File: src/rtl/brom_pkg.sv
package brom_pkg;

    localparam logic [1:0] KIND_CPU_RD   = 2'b00;
    localparam logic [1:0] KIND_OTHER_RD = 2'b01;

    typedef enum logic [2:0] {
        ST_IDLE  = 3'd0,
        ST_PRE   = 3'd1,
        ST_LEAD  = 3'd2,
        ST_WAIT  = 3'd3,
        ST_CAPT  = 3'd4,
        ST_HOLD  = 3'd5,
        ST_BURST = 3'd6,
        ST_POST  = 3'd7
    } seq_state_e;

endpackage

File: src/rtl/brom_wait_timer.sv
module brom_wait_timer #(
    parameter int WW = 3
) (
    input  logic          clk,
    input  logic          rst_n,
    input  logic          load_i,
    input  logic [WW-1:0] load_val_i,
    input  logic          run_i,
    input  logic          pin_en_i,
    input  logic          pin_i,
    output logic          none_o,
    output logic          last_o
);

    typedef struct packed {
        logic [WW-1:0] cnt;
    } tmr_t;

    tmr_t tmr_d, tmr_q;
    logic hold;

    assign hold = pin_en_i && pin_i;

    always_comb begin
        tmr_d = tmr_q;
        if (load_i) begin
            tmr_d.cnt = load_val_i;
        end else if (run_i && (tmr_q.cnt != '0)) begin
            if (!((tmr_q.cnt == WW'(1)) && hold)) begin
                tmr_d.cnt = tmr_q.cnt - WW'(1);
            end
        end
    end

    always_ff @(posedge clk or negedge rst_n) begin
        if (!rst_n) begin
            tmr_q <= '0;
        end else begin
            tmr_q <= tmr_d;
        end
    end

    assign none_o = (tmr_q.cnt == '0);
    assign last_o = (tmr_q.cnt == WW'(1)) && !hold;

endmodule

File: src/rtl/brom_beat_addr.sv
module brom_beat_addr #(
    parameter int AW    = 16,
    parameter int BEATS = 4
) (
    input  logic          clk,
    input  logic          rst_n,
    input  logic          load_i,
    input  logic [AW-1:0] addr_i,
    input  logic          step_i,
    output logic [AW-1:0] addr_o,
    output logic          last_o
);

    localparam int LB = $clog2(BEATS);

    typedef struct packed {
        logic [AW-1:0] addr;
        logic [LB-1:0] beat;
    } ba_t;

    ba_t ba_d, ba_q;

    always_comb begin
        ba_d = ba_q;
        if (load_i) begin
            ba_d.addr = addr_i;
            ba_d.beat = '0;
        end else if (step_i) begin
            ba_d.addr = {ba_q.addr[AW-1:LB], ba_q.addr[LB-1:0] + LB'(1)};
            ba_d.beat = ba_q.beat + LB'(1);
        end
    end

    always_ff @(posedge clk or negedge rst_n) begin
        if (!rst_n) begin
            ba_q <= '0;
        end else begin
            ba_q <= ba_d;
        end
    end

    assign addr_o = ba_q.addr;
    assign last_o = (ba_q.beat == LB'(BEATS - 1));

endmodule

File: src/rtl/brom_ctrl.sv
module brom_ctrl
    import brom_pkg::*;
(
    input  logic       clk,
    input  logic       rst_n,
    input  logic       req_i,
    input  logic [1:0] kind_i,
    input  logic       pre_i,
    input  logic       post_i,
    input  logic       late_i,
    input  logic       len2_i,
    input  logic       pin_en_i,
    input  logic       wait_none_i,
    input  logic       wait_last_i,
    input  logic       beat_last_i,
    output logic       load_o,
    output logic       step_o,
    output logic       run_wait_o,
    output logic       pin_en_o,
    output logic       cs_n_o,
    output logic       rd_n_o,
    output logic       valid_o,
    output logic       done_o
);

    typedef struct packed {
        seq_state_e st;
        logic [1:0] kind;
        logic       post;
        logic       late;
        logic       len2;
        logic       pin_en;
        logic       phase;
        logic       cs_n;
        logic       rd_n;
        logic       valid;
        logic       done;
    } ctl_t;

    ctl_t ctl_d, ctl_q;
    logic is_read_d;
    logic strobe_state_d;

    always_comb begin
        ctl_d  = ctl_q;
        load_o = 1'b0;
        step_o = 1'b0;

        unique case (ctl_q.st)
            ST_IDLE: begin
                if (req_i) begin
                    ctl_d.kind   = kind_i;
                    ctl_d.post   = post_i;
                    ctl_d.late   = late_i;
                    ctl_d.len2   = len2_i;
                    ctl_d.pin_en = pin_en_i;
                    ctl_d.phase  = 1'b0;
                    load_o       = 1'b1;
                    ctl_d.st     = pre_i ? ST_PRE : ST_LEAD;
                end
            end
            ST_PRE: begin
                ctl_d.st = ST_LEAD;
            end
            ST_LEAD: begin
                ctl_d.st = wait_none_i ? ST_CAPT : ST_WAIT;
            end
            ST_WAIT: begin
                if (wait_last_i) begin
                    ctl_d.st = ST_CAPT;
                end
            end
            ST_CAPT: begin
                if (ctl_q.kind == KIND_CPU_RD) begin
                    step_o      = 1'b1;
                    ctl_d.phase = 1'b0;
                    ctl_d.st    = ST_BURST;
                end else if ((ctl_q.kind == KIND_OTHER_RD) && ctl_q.late) begin
                    ctl_d.st = ST_HOLD;
                end else if (ctl_q.post) begin
                    ctl_d.st = ST_POST;
                end else begin
                    ctl_d.st = ST_IDLE;
                end
            end
            ST_HOLD: begin
                ctl_d.st = ctl_q.post ? ST_POST : ST_IDLE;
            end
            ST_BURST: begin
                if (ctl_q.len2 && !ctl_q.phase) begin
                    ctl_d.phase = 1'b1;
                end else begin
                    ctl_d.phase = 1'b0;
                    if (beat_last_i) begin
                        ctl_d.st = ST_IDLE;
                    end else begin
                        step_o = 1'b1;
                    end
                end
            end
            ST_POST: begin
                ctl_d.st = ST_IDLE;
            end
            default: begin
                ctl_d.st = ST_IDLE;
            end
        endcase

        is_read_d      = !ctl_d.kind[1];
        strobe_state_d = (ctl_d.st == ST_LEAD) || (ctl_d.st == ST_WAIT) ||
                         (ctl_d.st == ST_CAPT) || (ctl_d.st == ST_HOLD) ||
                         (ctl_d.st == ST_BURST);

        ctl_d.done  = (ctl_d.st == ST_IDLE) && (ctl_q.st != ST_IDLE);
        ctl_d.cs_n  = (ctl_d.st == ST_IDLE);
        ctl_d.rd_n  = !(is_read_d && strobe_state_d);
        ctl_d.valid = is_read_d &&
                      ((ctl_d.st == ST_CAPT) ||
                       ((ctl_d.st == ST_BURST) && (!ctl_d.len2 || ctl_d.phase)));
    end

    always_ff @(posedge clk or negedge rst_n) begin
        if (!rst_n) begin
            ctl_q      <= '0;
            ctl_q.st   <= ST_IDLE;
            ctl_q.cs_n <= 1'b1;
            ctl_q.rd_n <= 1'b1;
        end else begin
            ctl_q <= ctl_d;
        end
    end

    assign run_wait_o = (ctl_q.st == ST_WAIT);
    assign pin_en_o   = ctl_q.pin_en;
    assign cs_n_o     = ctl_q.cs_n;
    assign rd_n_o     = ctl_q.rd_n;
    assign valid_o    = ctl_q.valid;
    assign done_o     = ctl_q.done;

endmodule

File: src/rtl/brom_seq.sv
module brom_seq #(
    parameter int AW    = 16,
    parameter int WW    = 3,
    parameter int BEATS = 4
) (
    input  logic          clk,
    input  logic          rst_n,
    input  logic          req_i,
    input  logic [1:0]    kind_i,
    input  logic [AW-1:0] addr_i,
    input  logic [WW-1:0] wait_cnt_i,
    input  logic          wait_pin_en_i,
    input  logic          wait_pin_i,
    input  logic          ext_pre_en_i,
    input  logic          ext_post_en_i,
    input  logic          rd_late_neg_i,
    input  logic          burst_two_clk_i,
    output logic          cs_n_o,
    output logic          rd_n_o,
    output logic [AW-1:0] addr_o,
    output logic          valid_o,
    output logic          done_o
);

    logic load;
    logic step;
    logic run_wait;
    logic pin_en;
    logic wait_none;
    logic wait_last;
    logic beat_last;

    brom_ctrl u_ctrl (
        .clk         (clk),
        .rst_n       (rst_n),
        .req_i       (req_i),
        .kind_i      (kind_i),
        .pre_i       (ext_pre_en_i),
        .post_i      (ext_post_en_i),
        .late_i      (rd_late_neg_i),
        .len2_i      (burst_two_clk_i),
        .pin_en_i    (wait_pin_en_i),
        .wait_none_i (wait_none),
        .wait_last_i (wait_last),
        .beat_last_i (beat_last),
        .load_o      (load),
        .step_o      (step),
        .run_wait_o  (run_wait),
        .pin_en_o    (pin_en),
        .cs_n_o      (cs_n_o),
        .rd_n_o      (rd_n_o),
        .valid_o     (valid_o),
        .done_o      (done_o)
    );

    brom_wait_timer #(.WW(WW)) u_wait (
        .clk        (clk),
        .rst_n      (rst_n),
        .load_i     (load),
        .load_val_i (wait_cnt_i),
        .run_i      (run_wait),
        .pin_en_i   (pin_en),
        .pin_i      (wait_pin_i),
        .none_o     (wait_none),
        .last_o     (wait_last)
    );

    brom_beat_addr #(.AW(AW), .BEATS(BEATS)) u_addr (
        .clk    (clk),
        .rst_n  (rst_n),
        .load_i (load),
        .addr_i (addr_i),
        .step_i (step),
        .addr_o (addr_o),
        .last_o (beat_last)
    );

endmodule

File: config.mk
export PLATFORM = sky130hd
export DESIGN_NAME = brom_seq
export DESIGN_NICKNAME = d
export VERILOG_FILES = /design/src/rtl/brom_pkg.sv /design/src/rtl/brom_wait_timer.sv /design/src/rtl/brom_beat_addr.sv /design/src/rtl/brom_ctrl.sv /design/src/rtl/brom_seq.sv
export SDC_FILE = /design/constraint.sdc
export NUM_CORES = 1
export LEC_CHECK = 0
export BUFFER_PORTS_ARGS = -buffer_cell sky130_fd_sc_hd__buf_4
export CAP_MARGIN = 15
export CORE_AREA = 2 2 73 58
export CTS_CLUSTER_SIZE = 10
export DETAILED_ROUTE_END_ITERATION = 8
export DIE_AREA = 0 0 75 60
export HOLD_SLACK_MARGIN = 0.06
export PLACE_DENSITY = 0.87
export SLEW_MARGIN = 25
export SYNTH_ARGS = -nofsm -noshare
export SYNTH_HDL_FRONTEND = slang
export SYNTH_HIERARCHICAL = 1
export SYNTH_SLANG_ARGS = --single-unit
File: constraint.sdc
create_clock -name clk -period 3.2 [get_ports clk]
set_clock_uncertainty 0.2 [all_clocks]
set_input_delay 0.32 -clock clk [delete_from_list [all_inputs] [get_ports clk]]
set_output_delay 0.32 -clock clk [all_outputs]
set_load 0.05 [all_outputs]
==> results of run 1 <==
-- flip-flops by register name, indices dropped and copies added (netlist names) --
register,flops
u_ctrl/cs_n_o,1
u_ctrl/rd_n_o,1
u_addr/ba_q,2
u_addr/addr_o,16
u_ctrl/valid_o,1
u_wait/tmr_q,3
u_ctrl/pin_en_o,1
u_ctrl/done_o,1
u_ctrl/ctl_q,9
-- power groups by stage --
stage | Sequential (mW) | Combinational, mW | Clock [mW]
2_1_floorplan | 0.842 | 1.18 | 0
3_3_place_gp | 0.834 | 1.35 | 0
3_5_place_dp | 0.846 | 1.38 | 0
4_1_cts | 0.841 | 1.39 | 0.478
5_1_grt | 0.875 | 1.47 | 0.493
6_report | 0.841 | 1.38 | 0.466
-- repair_timing --
action | CTS | global route
endpoints found under the hold margin | 38 | 1
hold buffers | 6 | 1
endpoints found under the setup margin | 0 | 0
-- through the flow --
| stage | setup WS, ps | total power [mW] | hold WS, ps | utilization, % | instances |
|---|---|---|---|---|---|
| after floorplan | 952 | 2.02 | -176 | - | 161 |
| after global placement | 945 | 2.18 | 90.8 | 55.7 | 246 |
| after detailed placement | 877 | 2.22 | 92.7 | 55.7 | 246 |
| after CTS | 856 | 2.71 | 61.6 | 60.8 | 260 |
| after global routing | 742 | 2.84 | 61.5 | 61.0 | 261 |
| final | 860 | 2.69 | 67.8 | 61.0 | 261 |
-- cells by family (layout without fill, tap and decap cells) --
family	Yosys count	in the layout	synth area share (%)
AOI/OAI and AO/OA	26	26	10.4
xor gates and xnor gates	2	2	0.949
and+or+nand+nor	43	43	14.6
buffers and inverters	30	75	10.9
DFF	35	35	47.6
adders and majority gates	4	4	2.71
muxes	21	21	12.9
-- how the worst min path moves through the flow --
| stage | to | slack (ps) |
|---|---|---|
| 2_1_floorplan | u_addr/addr_o[0] | -180 |
| 3_5_place_dp | u_addr/addr_o[10] | 90 |
| 5_1_grt | u_addr/addr_o[11] | 60 |
| 3_3_place_gp | u_addr/addr_o[10] | 90 |
| 4_1_cts | u_addr/addr_o[3] | 60 |
| 6_report | u_addr/addr_o[15] | 70 |
-- cell type report --
| type | instances | area (um^2) |
|---|---|---|
| fill | 340 | 1490 |
| sequential | 35 | 878 |
| multi-input combinational | 96 | 767 |
| timing repair buffer | 58 | 453 |
| clock buffer | 5 | 68.8 |
| tap | 55 | 68.8 |
| clock inverter | 3 | 67.6 |
| inverter | 9 | 33.8 |
-- layer usage --
layer / routed length (um) / vias to the layer above / global-route usage [%]
met3: 198 / 2 / 4.72
met2: 1640 / 43 / 27.1
met1: 1630 / 617 / 22.4
li1: - / 632 / -
met5: 0 / - / 0
met4: 27 / 0 / 6.12
-- cells in the final DEF (no fill, tap or decap), types with 3 or more instances in the layout --
cell type,n
nor2_1,7
mux2_2,18
dfrtp_1,33
nor2b_1,5
o21ai_0,3
nand3b_1,3
inv_1,9
dlygate4sd3_1,7
buf_4,51
clkbuf_8,5
a21oi_1,4
nor3_1,3
nand2b_1,3
ha_1,4
nand2_1,9
==> results.py, run 1 <==
metrics = {
    "power": {
        "power_frac_seq_pct": 31.3,
        "p_per_area_nw_per_um2": 1150,
        "vdd.ir_drop.worst_v": 0.000654,
        "pwr-share-comb_pct": 51.4,
        "p_int_mw": 1.54,
        "p_clk_share_pct": 17.3,
        "p_sw_mw": 1.16,
        "switching_share_pct": 42.9,
        "p_leak_nw": 1.10,
    },
    "clock_tree": {
        "clk_latency_ps": 280,
        "cts_buffers": 5,
        "numClockSinks": 35,
        "post_cts_buffers": 0,
        "cts_tree": "done",
        "ctsResizeCount": 0,
        "htreeDepth": 2,
        "clockRootBuffer": "clkbuf_8",
        "clk_path_buf_depth": 2,
        "cts.clk_slew.worst_paths_ps": 70,
    },
    "finish": {
        "nets": 239,
        "drive_gt1_share_pct": 41.7,
        "area_delta_synth_final_pct": 26.6,
        "diodes": 0,
        "design_area_um2": 2340,
    },
    "worst_hold_path": {
        "hold_path_class": "primary input to flip-flop",
        "hp-start": "addr_i[15]",
        "hold_depth": 2,
    },
    "yosys": {
        "yosysWarnings": 6,
        "syn_nets": 195,
        "synth-edff-count": 0,
        "ys_seq_area_share_pct": 47.6,
        "ys_async_sr_fraction_pct": 100,
        "yosysTopAreaCell": "dfrtp_1",
        "ys_top_cells_by_area": "dfrtp_1, mux2_2, buf_4, dfstp_2, ha_1",
        "synth_area_per_cell_um2": 11.5,
        "synthFlopType": "dfrtp_1",
        "synth_top_area_share_pct": 44.7,
        "synth_top_cells_by_count": "dfrtp_1, mux2_2, buf_4",
        "syn_area_um2": 1850,
        "synth_most_common_cell": "dfrtp_1",
        "synth_cells": 161,
        "synth-seq-cells": 35,
        "ys_types": 45,
    },
    "grt": {
        "grt_first_pass_wirelength_um": 5620,
        "grt_pass1_vias": 1223,
        "grt_antenna_before_repair": 0,
        "grt_max_degree": 36,
        "track_usage_pct": 17.0,
        "grt_overflow": 0,
    },
    "critical_path": {
        "path_class": "flip-flop to flip-flop",
        "worstPathRequired_ps": 3200,
        "critPathArrivalTime_ps": 2340,
        "crit_chain": "inv_1 -> ha_1 -> ha_1 -> mux2i_1 -> o2bb2ai_1 -> o31a_1 -> or4_4 -> o211ai_1",
        "r2r-start": "u_wait/tmr_q[0]",
        "rr_endpoint": "u_ctrl/rd_n_o",
        "ff2ff_path_depth": 8,
        "cp.depth": 8,
        "critPathBufInv": 1,
        "endpoint_kind": "flip-flop",
        "crit_start": "u_wait/tmr_q[0]",
        "critical_path.most_common_cell": "ha_1",
        "start_kind": "flip-flop",
        "reg2reg_slack_ps": 860,
        "endpoint": "u_ctrl/rd_n_o",
        "critPathSlowestCell": "or4_4",
        "max_stage_delay_ps": 570,
        "cp_max_fo": 3,
        "crit_family": "simple AND/OR/NAND/NOR gates",
    },
    "drt": {
        "totalWireLength_um": 3490,
        "drcViolationCount": 0,
        "antenna_left": 0,
        "drtIter0Drc": 72,
        "wl_per_cell_um": 13.4,
        "vias": 1294,
        "dr.pass1.iters": 4,
        "viasPerCell": 4.96,
    },
    "sta": {
        "max_clock_freq_mhz": 427,
        "grt_setup_unrepaired": "no",
        "finalHoldViolCount": 0,
        "worst_pin_slew_ps": 772,
        "setup_viol": 0,
        "finalCritPeriodShare_pct": 73.1,
        "finalMaxSlewViolations": 0,
        "slew_headroom_pct": 48.1,
        "tns_ps": 0,
        "period_needed_ps": 2340,
    },
    "place": {
        "dp_hpwl_um": 2490,
        "place.gp.congestion": 0.866,
        "numPortBuffers": 49,
        "post_dp_cell_area_um2": 2130,
    },
    "floorplanning": {
        "ios": 50,
        "die-area_um2": 4500,
        "start_util_pct": 48.2,
        "core_area_um2": 3830,
        "die_y_um": 60,
        "row_count": 20,
        "die_x_um": 75,
    },
    "flow_run": {
        "cap_violations": 0,
    },
    "run_status": {
        "outcome": "completed",
    },
}
No activity file was read; power rests on OpenSTA's default activity.
==> run 2, diff against run 1 <==
==> constraint.sdc (replaced) <==
create_clock -name clk -period 2.33 [get_ports clk]
set_clock_uncertainty 0.2 [all_clocks]
set_input_delay 0.233 -clock clk [delete_from_list [all_inputs] [get_ports clk]]
set_output_delay 0.233 -clock clk [all_outputs]
set_load 0.05 [all_outputs]
==> run 2 against run 1 <==
Compared with the run above:
- worst setup slack lost 760 ps
- power rose by 39%
- wire length grew 7.4%
- highest routed layer unchanged
==> results.py, run 2 (same netlist as run 1, synthesis figures left out) <==
metrics = {
    "run_status": {
        "outcome": "completed",
    },
    "place": {
        "numPortBuffers": 49,
        "place.gp.congestion": 0.836,
        "dp_cells": 249,
        "dp_slack_ps": 44.1,
        "post_dp_cell_area_um2": 2170,
        "dp_hpwl_um": 2420,
    },
    "critical_path": {
        "critPathArrivalTime_ps": 2240,
        "path_class": "flip-flop to flip-flop",
        "worstPathRequired_ps": 2340,
        "endpoint_kind": "flip-flop",
        "start_kind": "flip-flop",
        "cp_max_fo": 3,
        "reg2reg_slack_ps": 100,
    },
    "clock_tree": {
        "clockRootBuffer": "clkbuf_8",
        "numClockSinks": 35,
        "cts.clk_slew.worst_paths_ps": 70,
        "htreeDepth": 2,
        "cts_tree": "done",
        "cts_buffers": 5,
        "clk_path_buf_depth": 2,
        "clk_latency_ps": 290,
    },
    "floorplanning": {
        "row_count": 20,
        "die-area_um2": 4500,
        "ios": 50,
        "start_util_pct": 48.2,
        "die_x_um": 75,
        "core_area_um2": 3830,
        "die_y_um": 60,
    },
    "finish": {
        "seq_area_um2": 880,
        "nets": 262,
        "area_delta_synth_final_pct": 38.9,
        "multiInputGateArea_um2": 779,
        "diodes": 0,
        "largest_reg_flops": 16,
        "design_area_um2": 2560,
        "final_cell_mix": "buf_4, dfrtp_1, dlygate4sd3_1",
        "instances_no_fill": 284,
        "n_fill_cell": 307,
        "final_common_cell": "buf_4",
        "drive_gt1_share_pct": 40.6,
        "post-route-util_pct": 67.0,
    },
    "drt": {
        "viasPerCell": 4.93,
        "drcViolationCount": 0,
        "drtIter0Drc": 60,
        "antenna_left": 0,
        "wl_per_cell_um": 13.2,
        "totalWireLength_um": 3750,
        "vias": 1401,
        "dr.pass1.iters": 4,
    },
    "sta": {
        "max_clock_freq_mhz": 449,
        "period_needed_ps": 2230,
        "grt_setup_unrepaired": "yes",
        "slew_headroom_pct": 71.3,
        "finalHoldViolCount": 0,
        "timing.final.ws_setup_ps": 100,
        "finalCritPeriodShare_pct": 95.7,
        "finalMaxSlewViolations": 0,
        "setup_viol": 0,
        "worst_pin_slew_ps": 431,
    },
    "grt": {
        "grt_max_degree": 36,
        "grt_antenna_before_repair": 0,
        "grt_pass1_vias": 1358,
        "grt_overflow": 0,
        "grt_first_pass_wirelength_um": 6210,
        "track_usage_pct": 19.1,
    },
    "flow_run": {
        "cap_violations": 0,
    },
    "worst_hold_path": {
        "hold_path_class": "primary input to flip-flop",
    },
    "power": {
        "vdd.ir_drop.worst_v": 0.000852,
        "p_leak_nw": 1.19,
        "p_per_area_nw_per_um2": 1460,
    },
}
-- run 2: cell count changes in the layout (fill, tap and decap cells not counted), sizes merged --
cell and delta:
clkinv +1, buf +4, clkbuf +1, dlygate4sd3 +19, bufinv -1, clkinvlp -1
-- run 2: critical path, stage by stage (launching register included) --
cell	delay (ps)
dfrtp_1	380
inv_1	80
ha_1	160
ha_2	200
mux2i_2	90
o2bb2ai_1	130
o31a_1	340
or4_4	460
nor3_4	120
-- run 2: cell type report --
| type | count | share of cell area [%] |
|---|---|---|
| Clock buffer | 6 | 3.22 |
| Clock inverter | 2 | 1.37 |
| Inverter | 9 | 1.32 |
| Multi-Input combinational cell | 96 | 30.4 |
| Sequential cell | 35 | 34.3 |
| Tap cell | 55 | 2.68 |
| Timing Repair Buffer | 81 | 26.7 |
-- run 2: what timing repair did --
action                                  4_1_cts  5_1_grt
endpoints found under the setup margin        0        4
setup buffers                                 0        1
hold endpoints to repair                     60        0
resized for setup                             0        4
hold buffers                                 26        0
-- run 2: worst paths after layout --
kind	startpoint	to	cells after the start
max	u_wait/tmr_q[0]	u_ctrl/done_o	8
min	ext_pre_en_i	u_ctrl/ctl_q[12]	3
max reg2reg	u_wait/tmr_q[0]	u_ctrl/done_o	8
min reg2reg	u_addr/addr_o[5]	u_addr/addr_o[5]	1
max in group asynchronous	rst_n	u_ctrl/cs_n_o	2
min in group asynchronous	rst_n	u_addr/ba_q[0]	2
-- run 2: per-layer routing --
metal	GRT usage, %	up-vias	share of wire [%]
li1	-	680	-
met1	24.5	673	46
met2	30.3	46	48
met3	5.06	2	5.0
met4	8.42	0	1.1
met5	0	-	0
-- run 2: per-stage QoR --
step | power, mW | hold WS, ps | setup TNS (ps)
3_3_place_gp | 3.03 | 8.75 | 0
6_report | 3.74 | 96.8 | 0
2_1_floorplan | 2.78 | -263 | 0
3_5_place_dp | 3.08 | 12.9 | 0
4_1_cts | 3.68 | 93.6 | 0
5_1_grt | 3.98 | 113 | -14.4
-- run 2: power by group --
part	internal (mW)	switching [mW]	total, mW
registers	0.915	0.237	1.15
clock network	0.346	0.214	0.560
logic	0.860	1.17	2.03
